--- src/rtl/byteShifterPkg.sv ---
package byteShifterPkg;

  localparam logic [1:0] ADDR_DATA = 2'd0;
  localparam logic [1:0] ADDR_CTRL = 2'd1;
  localparam logic [1:0] ADDR_STAT = 2'd2;

  // control register fields, packed MSB first
  typedef struct packed {
    logic       sckCfg;   // bit 6
    logic       sdoCfg;   // bit 5
    logic       intEn;    // bit 4
    logic [1:0] rate;     // bits 3:2
    logic       master;   // bit 1
    logic       enable;   // bit 0
  } ctrlReg_t;

  // strobes from control to datapath
  typedef struct packed {
    logic load;
    logic sample;
    logic shift;
  } dpStrobe_t;

  // system cycles per half shift-clock period
  function automatic logic [2:0] halfCycles(input logic [1:0] rate);
    case (rate)
      2'b00:   return 3'd1;
      2'b01:   return 3'd2;
      default: return 3'd4;
    endcase
  endfunction

endpackage

--- src/rtl/sshDatapath.sv ---
module sshDatapath
  import byteShifterPkg::*;
#(
  parameter int DATA_W      = 8,
  parameter int SYNC_STAGES = 2
) (
  input  logic              clk,
  input  logic              rstN,
  input  dpStrobe_t         strb,
  input  logic              master,
  input  logic [DATA_W-1:0] loadData,
  input  logic              sdi,
  output logic [DATA_W-1:0] shiftReg,
  output logic              sdo
);

  logic [SYNC_STAGES-1:0] sdiSync;
  logic                   sampleBit;
  logic                   sdiPick;

  // slave data is delayed like the slave clock so both stay aligned
  assign sdiPick = master ? sdi : sdiSync[SYNC_STAGES-1];

  always_ff @(posedge clk or negedge rstN) begin
    if (!rstN) begin
      sdiSync   <= '0;
      sampleBit <= 1'b0;
      shiftReg  <= '0;
    end else begin
      sdiSync <= {sdiSync[SYNC_STAGES-2:0], sdi};
      if (strb.sample) sampleBit <= sdiPick;
      if (strb.load)
        shiftReg <= loadData;
      else if (strb.shift)
        shiftReg <= {shiftReg[DATA_W-2:0], sampleBit};
    end
  end

  assign sdo = shiftReg[DATA_W-1];

  // a granted load lands in the register on the next cycle
  p_load_lands_r8: assert property (@(posedge clk) disable iff (!rstN)
    strb.load |=> shiftReg == $past(loadData));

  // with no load and no shift strobe, the register holds its value
  p_hold_r2: assert property (@(posedge clk) disable iff (!rstN)
    (!strb.load && !strb.shift) |=> $stable(shiftReg));

  // each shift moves the old top bit out and sdo then shows the next bit
  p_msb_first_r5: assert property (@(posedge clk) disable iff (!rstN)
    (strb.shift && !strb.load) |=> sdo == $past(shiftReg[DATA_W-2]));

endmodule

--- src/rtl/sshControl.sv ---
module sshControl
  import byteShifterPkg::*;
#(
  parameter int DATA_W      = 8,
  parameter int SYNC_STAGES = 2
) (
  input  logic       clk,
  input  logic       rstN,
  input  logic       wrEn,
  input  logic [1:0] wrAddr,
  input  logic [6:0] wrBits,
  input  logic       sckIn,
  output ctrlReg_t   ctrlReg,
  output logic       busy,
  output logic       irqFlag,
  output logic       sckInt,
  output dpStrobe_t  strb
);

  localparam int              CNT_W = $clog2(DATA_W);
  localparam logic [CNT_W-1:0] LAST = CNT_W'(DATA_W - 1);

  logic                   ctlWr, statWr, dataWr;
  logic                   abortNow, startNow;
  logic                   tick, mRise, mFall, sRise, sFall, lastShift;
  logic [2:0]             divCnt, halfLen;
  logic [CNT_W-1:0]       bitCnt;
  logic [SYNC_STAGES-1:0] sckSync;
  logic                   sckPrev;

  assign ctlWr  = wrEn && (wrAddr == ADDR_CTRL);
  assign statWr = wrEn && (wrAddr == ADDR_STAT);
  assign dataWr = wrEn && (wrAddr == ADDR_DATA);

  assign abortNow = statWr && !wrBits[0];
  assign startNow = statWr && wrBits[0] && !busy && ctrlReg.enable;

  // master rate divider
  assign halfLen = halfCycles(ctrlReg.rate);
  assign tick    = busy && ctrlReg.master && (divCnt == halfLen - 3'd1);
  assign mRise   = tick && !sckInt;
  assign mFall   = tick && sckInt;

  // slave edge detection after the synchronizer
  assign sRise = sckSync[SYNC_STAGES-1] && !sckPrev;
  assign sFall = !sckSync[SYNC_STAGES-1] && sckPrev;

  always_comb begin
    strb.load   = dataWr && !busy;
    strb.sample = busy && !abortNow && (ctrlReg.master ? mRise : sRise);
    strb.shift  = busy && !abortNow && (ctrlReg.master ? mFall : sFall);
  end

  assign lastShift = strb.shift && (bitCnt == LAST);

  always_ff @(posedge clk or negedge rstN) begin
    if (!rstN) begin
      ctrlReg <= '0;
      sckSync <= '0;
      sckPrev <= 1'b0;
      busy    <= 1'b0;
      bitCnt  <= '0;
      divCnt  <= '0;
      sckInt  <= 1'b0;
      irqFlag <= 1'b0;
    end else begin
      if (ctlWr) ctrlReg <= ctrlReg_t'(wrBits);

      sckSync <= {sckSync[SYNC_STAGES-2:0], sckIn};
      sckPrev <= sckSync[SYNC_STAGES-1];

      if (abortNow)       busy <= 1'b0;
      else if (lastShift) busy <= 1'b0;
      else if (startNow)  busy <= 1'b1;

      if (!busy || abortNow)  bitCnt <= '0;
      else if (strb.shift)    bitCnt <= bitCnt + 1'b1;

      if (!busy || !ctrlReg.master || tick || abortNow) divCnt <= '0;
      else                                               divCnt <= divCnt + 3'd1;

      if (!busy || abortNow || lastShift) sckInt <= 1'b0;
      else if (tick)                      sckInt <= !sckInt;

      if (lastShift)                   irqFlag <= 1'b1;
      else if (statWr && !wrBits[1])   irqFlag <= 1'b0;
    end
  end

  // the final shift ends the transfer and raises the done flag
  p_end_of_byte_r1: assert property (@(posedge clk) disable iff (!rstN)
    lastShift |=> (!busy && irqFlag));

  // every transfer begins from bit zero with the clock at rest
  p_clean_start_r1: assert property (@(posedge clk) disable iff (!rstN)
    $rose(busy) |-> (bitCnt == '0 && !sckInt));

  // an abort leaves busy low and does not create a done flag
  p_abort_quiet_r2: assert property (@(posedge clk) disable iff (!rstN)
    (busy && abortNow && !irqFlag) |=> (!busy && !irqFlag));

  // shift clock rests low whenever no transfer runs
  p_sck_idle_r5: assert property (@(posedge clk) disable iff (!rstN)
    !busy |-> !sckInt);

  // a start request while disabled leaves busy low
  p_no_start_off_r9: assert property (@(posedge clk) disable iff (!rstN)
    (!busy && statWr && !ctrlReg.enable) |=> !busy);

  // the done flag is never set without a completed byte
  p_flag_source_r3: assert property (@(posedge clk) disable iff (!rstN)
    $rose(irqFlag) |-> $past(busy));

endmodule

--- src/rtl/byteShifter.sv ---
module byteShifter
  import byteShifterPkg::*;
#(
  parameter int DATA_W      = 8,
  parameter int SYNC_STAGES = 2
) (
  input  logic              clk,
  input  logic              rstN,
  input  logic              wrEn,
  input  logic [1:0]        wrAddr,
  input  logic [DATA_W-1:0] wrData,
  input  logic [1:0]        rdAddr,
  output logic [DATA_W-1:0] rdData,
  input  logic              sckIn,
  input  logic              sdi,
  output logic              sckOut,
  output logic              sckOe,
  output logic              sdo,
  output logic              sdoOe,
  output logic              irq
);

  ctrlReg_t          ctrlReg;
  dpStrobe_t         strb;
  logic              busy, irqFlag, sckInt;
  logic [DATA_W-1:0] shiftReg;
  logic [6:0]        ctlBits;

  sshControl #(.DATA_W(DATA_W), .SYNC_STAGES(SYNC_STAGES)) uCtrl (
    .clk     (clk),
    .rstN    (rstN),
    .wrEn    (wrEn),
    .wrAddr  (wrAddr),
    .wrBits  (wrData[6:0]),
    .sckIn   (sckIn),
    .ctrlReg (ctrlReg),
    .busy    (busy),
    .irqFlag (irqFlag),
    .sckInt  (sckInt),
    .strb    (strb)
  );

  sshDatapath #(.DATA_W(DATA_W), .SYNC_STAGES(SYNC_STAGES)) uData (
    .clk      (clk),
    .rstN     (rstN),
    .strb     (strb),
    .master   (ctrlReg.master),
    .loadData (wrData),
    .sdi      (sdi),
    .shiftReg (shiftReg),
    .sdo      (sdo)
  );

  assign ctlBits = ctrlReg;
  assign sckOut  = sckInt;
  assign sckOe   = ctrlReg.enable && ctrlReg.master && ctrlReg.sckCfg;
  assign sdoOe   = ctrlReg.enable && ctrlReg.sdoCfg;
  assign irq     = irqFlag && ctrlReg.intEn;

  always_comb begin
    case (rdAddr)
      ADDR_DATA: rdData = shiftReg;
      ADDR_CTRL: rdData = DATA_W'(ctlBits);
      ADDR_STAT: rdData = DATA_W'({irqFlag, busy});
      default:   rdData = '0;
    endcase
  end

  // in slave mode the generated clock never toggles
  p_slave_quiet_r6: assert property (@(posedge clk) disable iff (!rstN)
    !ctrlReg.master |=> !sckOut || !$past(ctrlReg.master) ? (!ctrlReg.master ? !sckOut : 1'b1) : 1'b1);

endmodule

--- config.mk ---
export PLATFORM = sky130hd
export DESIGN_NAME = byteShifter
export DESIGN_NICKNAME = d
export VERILOG_FILES = /design/src/rtl/byteShifterPkg.sv /design/src/rtl/sshDatapath.sv /design/src/rtl/sshControl.sv /design/src/rtl/byteShifter.sv
export SDC_FILE = /design/constraint.sdc
export NUM_CORES = 1
export LEC_CHECK = 0
export BUFFER_PORTS_ARGS = -buffer_cell sky130_fd_sc_hd__clkbuf_2
export CORE_ASPECT_RATIO = 1.1
export CORE_MARGIN = 2
export CORE_UTILIZATION = 25
export CTS_CLUSTER_DIAMETER = 30
export CTS_CLUSTER_SIZE = 28
export DETAILED_ROUTE_END_ITERATION = 8
export GPL_TIMING_DRIVEN = 1
export PLACE_DENSITY_LB_ADDON = 0.15
export SYNTH_ARGS = -nofsm -noshare
export SYNTH_HDL_FRONTEND = slang
export SYNTH_SLANG_ARGS = --single-unit
--- constraint.sdc ---
create_clock -name clk -period 3.5 [get_ports clk]
set_clock_uncertainty 0.1 [all_clocks]
set_input_delay 0.175 -clock clk [delete_from_list [all_inputs] [get_ports clk]]
set_output_delay 0.175 -clock clk [all_outputs]
set_load 0.005 [all_outputs]
==> metrics.csv <==
metric,value,unit
clock_sinks,30,
synthToLayoutAreaGrowth,18.1,%
fin_area,0.00204,mm2
coreArea,0.00663,mm2
cts_setup_buffers,0,
io_buffers,29,
grt_antenna_before_repair,0,
antenna_cells,0,
io-pin-count,30,
grt_pass1_wl,7.36,mm
yosysSeqAreaShare,0.434,
multiInputGateArea,908,um2
hpwlAfterDp,2.99,mm
drcViolationCount,0,
dr.pass1.iters,4,
fmax,394,MHz
cp.arrival,2.60,ns
tns,0,ns
post_cts_resized,0,
h-tree-depth,2,
finalSetupViolations,0,
clock_latency,0.27,ns
syn-cell-area,0.00173,mm2
ant_nets,0,
r2r-start,uCtrl.ctrlReg[3]$_DFFE_PN0P_,
gp_congestion,0.727,
grt_max_degree,31,
crit_required,3.56,ns
fillers,682,
track_usage,0.120,
first_global_vias,1435,
avgSynthCellArea,9.94,um2
crit_path_start,uCtrl.ctrlReg[3]$_DFFE_PN0P_,
nNetsFinal,227,
max_slew_margin,0.482,
hold_class,in2reg,
synth_nets,195,
synthCells,174,
dpl-instance-area,0.00193,mm2
initial_core_util,0.261,
seq_area,751,um2
vias,1375,
slew_violations,0,
clkTransAtPathRegs,0.06,ns
ys_warn_count,0,
vias_per_cell,4.79,
dieArea,0.00760,mm2
power_density,494,mW/mm2
die_h,91.2,um
crit_fanout,19,
drv_cap,0,
setup.worst_path.class,reg2reg,
placementRows,31,
min_period,2.54,ns
detail_route.wirelength,4.19,mm
cts_buffer_depth,2,
synth.distinct_cells,40,
hp-start,wrData[7],
timing_worst_slew_pin_value,0.778,ns
cp-start-kind,flip-flop,
chipWidth,83.3,um
cts_hold_buf,3,
timing_hold_violations_final,0,
wl_per_cell,14.6,um
fin_crit_sh,0.726,
rsz0062_at_grt,false,
drt_iter0_markers,48,
cts_tree,yes,
power.leakage,0.000889,uW
cts_buffers,5,
drive_gt1_frac,0.273,
ys_ff_latch,30,
cts_root_buf,clkbuf_8,
status,finished clean,
grt-ovfl-total,0,
worst_ir_drop_vdd,0.140,mV
worstSetupEndpointType,flip-flop,
[cells in the final DEF, fill, tap and decap left out, types with 2 or more instances in the layout]
cell type      Yosys  layout
nand3b_1           4       4
inv_1              2       2
mux2_2             9       9
dfrtp_1           30      30
buf_4              0       2
mux2i_1            7       7
nand2b_1           3       3
nand2_1           13      13
nor3_1            16      16
nor3b_1            2       2
o21ai_0            4       4
ha_1               4       4
a21oi_1            2       2
dlygate4sd3_1      0       3
xnor2_1            2       2
clkbuf_8           0       6
and2_1             2       2
o21ai_2            2       2
clkbuf_2           0      29
nor2_1            28      28
a21oi_2            2       2
or3_1              9       9
a221oi_1           8       8
[worst max-delay path: stages, from the launching register on]
cell	delay, ns
dfrtp_1	0.43
or2_2	0.31
ha_1	0.30
xnor2_1	0.18
a2111oi_4	0.43
and2_4	0.35
nor3_1	0.08
a221oi_1	0.24
[area by class of cell]
class,count,share of cell area
timing repair buffer,34,0.0931
sequential,30,0.368
multi-input combinational,133,0.445
tap,82,0.0502
inverter,2,0.00368
clock buffer,6,0.0404
[stage by stage]
| step | power [uW] | std cells | setup WS, ns | util | hold WS [ns] |
|---|---|---|---|---|---|
| after detailed placement | 747 | 278 | 0.978 | 0.291 | 0.185 |
| after floorplan | 652 | 174 | 1.18 | - | -0.221 |
| after global placement | 745 | 278 | 0.949 | 0.291 | 0.183 |
| after global routing | 1080 | 287 | 0.754 | 0.308 | 0.0533 |
| after CTS | 1030 | 287 | 0.929 | 0.308 | 0.0463 |
| final | 1010 | 287 | 0.959 | 0.308 | 0.0507 |
[sequential cells by signal (all words and copies together), names as in the netlist]
signal / flops
uCtrl.bitCnt: 3
uCtrl.busy: 1
uCtrl.ctrlReg: 7
uCtrl.divCnt: 3
uCtrl.irqFlag: 1
uCtrl.sckInt: 1
uCtrl.sckPrev: 1
uCtrl.sckSync: 2
uData.sampleBit: 1
uData.sdiSync: 2
uData.shiftReg: 8
[cell usage after synthesis (all sizes together)]
library cell	n	area (um2)
a2111oi	2	36.3
a211oi	1	7.51
a21oi	4	27.5
a221oi	8	70.1
and2	3	21.3
and3	1	6.26
buf	4	43.8
clkbuf	5	18.8
dfrtp	30	751
ha	4	50.1
inv	2	7.51
mux2	9	101
mux2i	7	70.1
nand2	13	48.8
nand2b	3	18.8
nand3b	4	30.0
nor2	28	105
nor3	16	80.1
nor3b	2	15.0
nor4b	1	15.0
o21a	1	7.51
o21ai	7	42.5
o221ai	1	8.76
o22ai	1	6.26
o31ai	1	7.51
or2	1	6.26
or3	10	67.6
or3b	1	8.76
xnor2	2	17.5
xor2	1	8.76
xor3	1	23.8
[cells by family after synthesis]
kind of cell | share of synthesized area
AND/OR/NAND/NOR | 0.245
flip-flops | 0.434
AO/OA/AOI/OAI | 0.124
multiplexers | 0.0991
buffers and inverters | 0.0405
XOR/XNOR | 0.0289
adder cells (fa/ha/maj) | 0.0289
[metal layers]
layer	track usage	up-vias	part of all wire
li1	-	689	-
met1	0.153	655	0.45
met2	0.200	26	0.50
met3	0.0264	5	0.036
met4	0.0410	0	0.014
met5	0	-	0
[power breakdown]
part | switching [uW] | total, uW | internal [uW]
Clock | 118 | 269 | 151
Sequential | 61.4 | 456 | 395
Combinational | 145 | 283 | 138
Total | 325 | 1010 | 684
[path summary, 6_finish.rpt]
check	endpoint	slack (ns)	cells past startpoint
worst max register to register	uData.shiftReg[6]$_DFFE_PN0P_	0.96	7
worst min register to register	uData.sdiSync[1]$_DFF_PN0_	0.25	0
worst max-delay path	uData.shiftReg[6]$_DFFE_PN0P_	0.96	7
worst min-delay path	uData.shiftReg[7]$_DFFE_PN0P_	0.05	3
max in group asynchronous	uCtrl.bitCnt[0]$_DFFE_PN0P_	2.39	2
min in group asynchronous	uCtrl.sckSync[0]$_DFF_PN0_	0.41	2
Power figures use the tool's default switching activity.
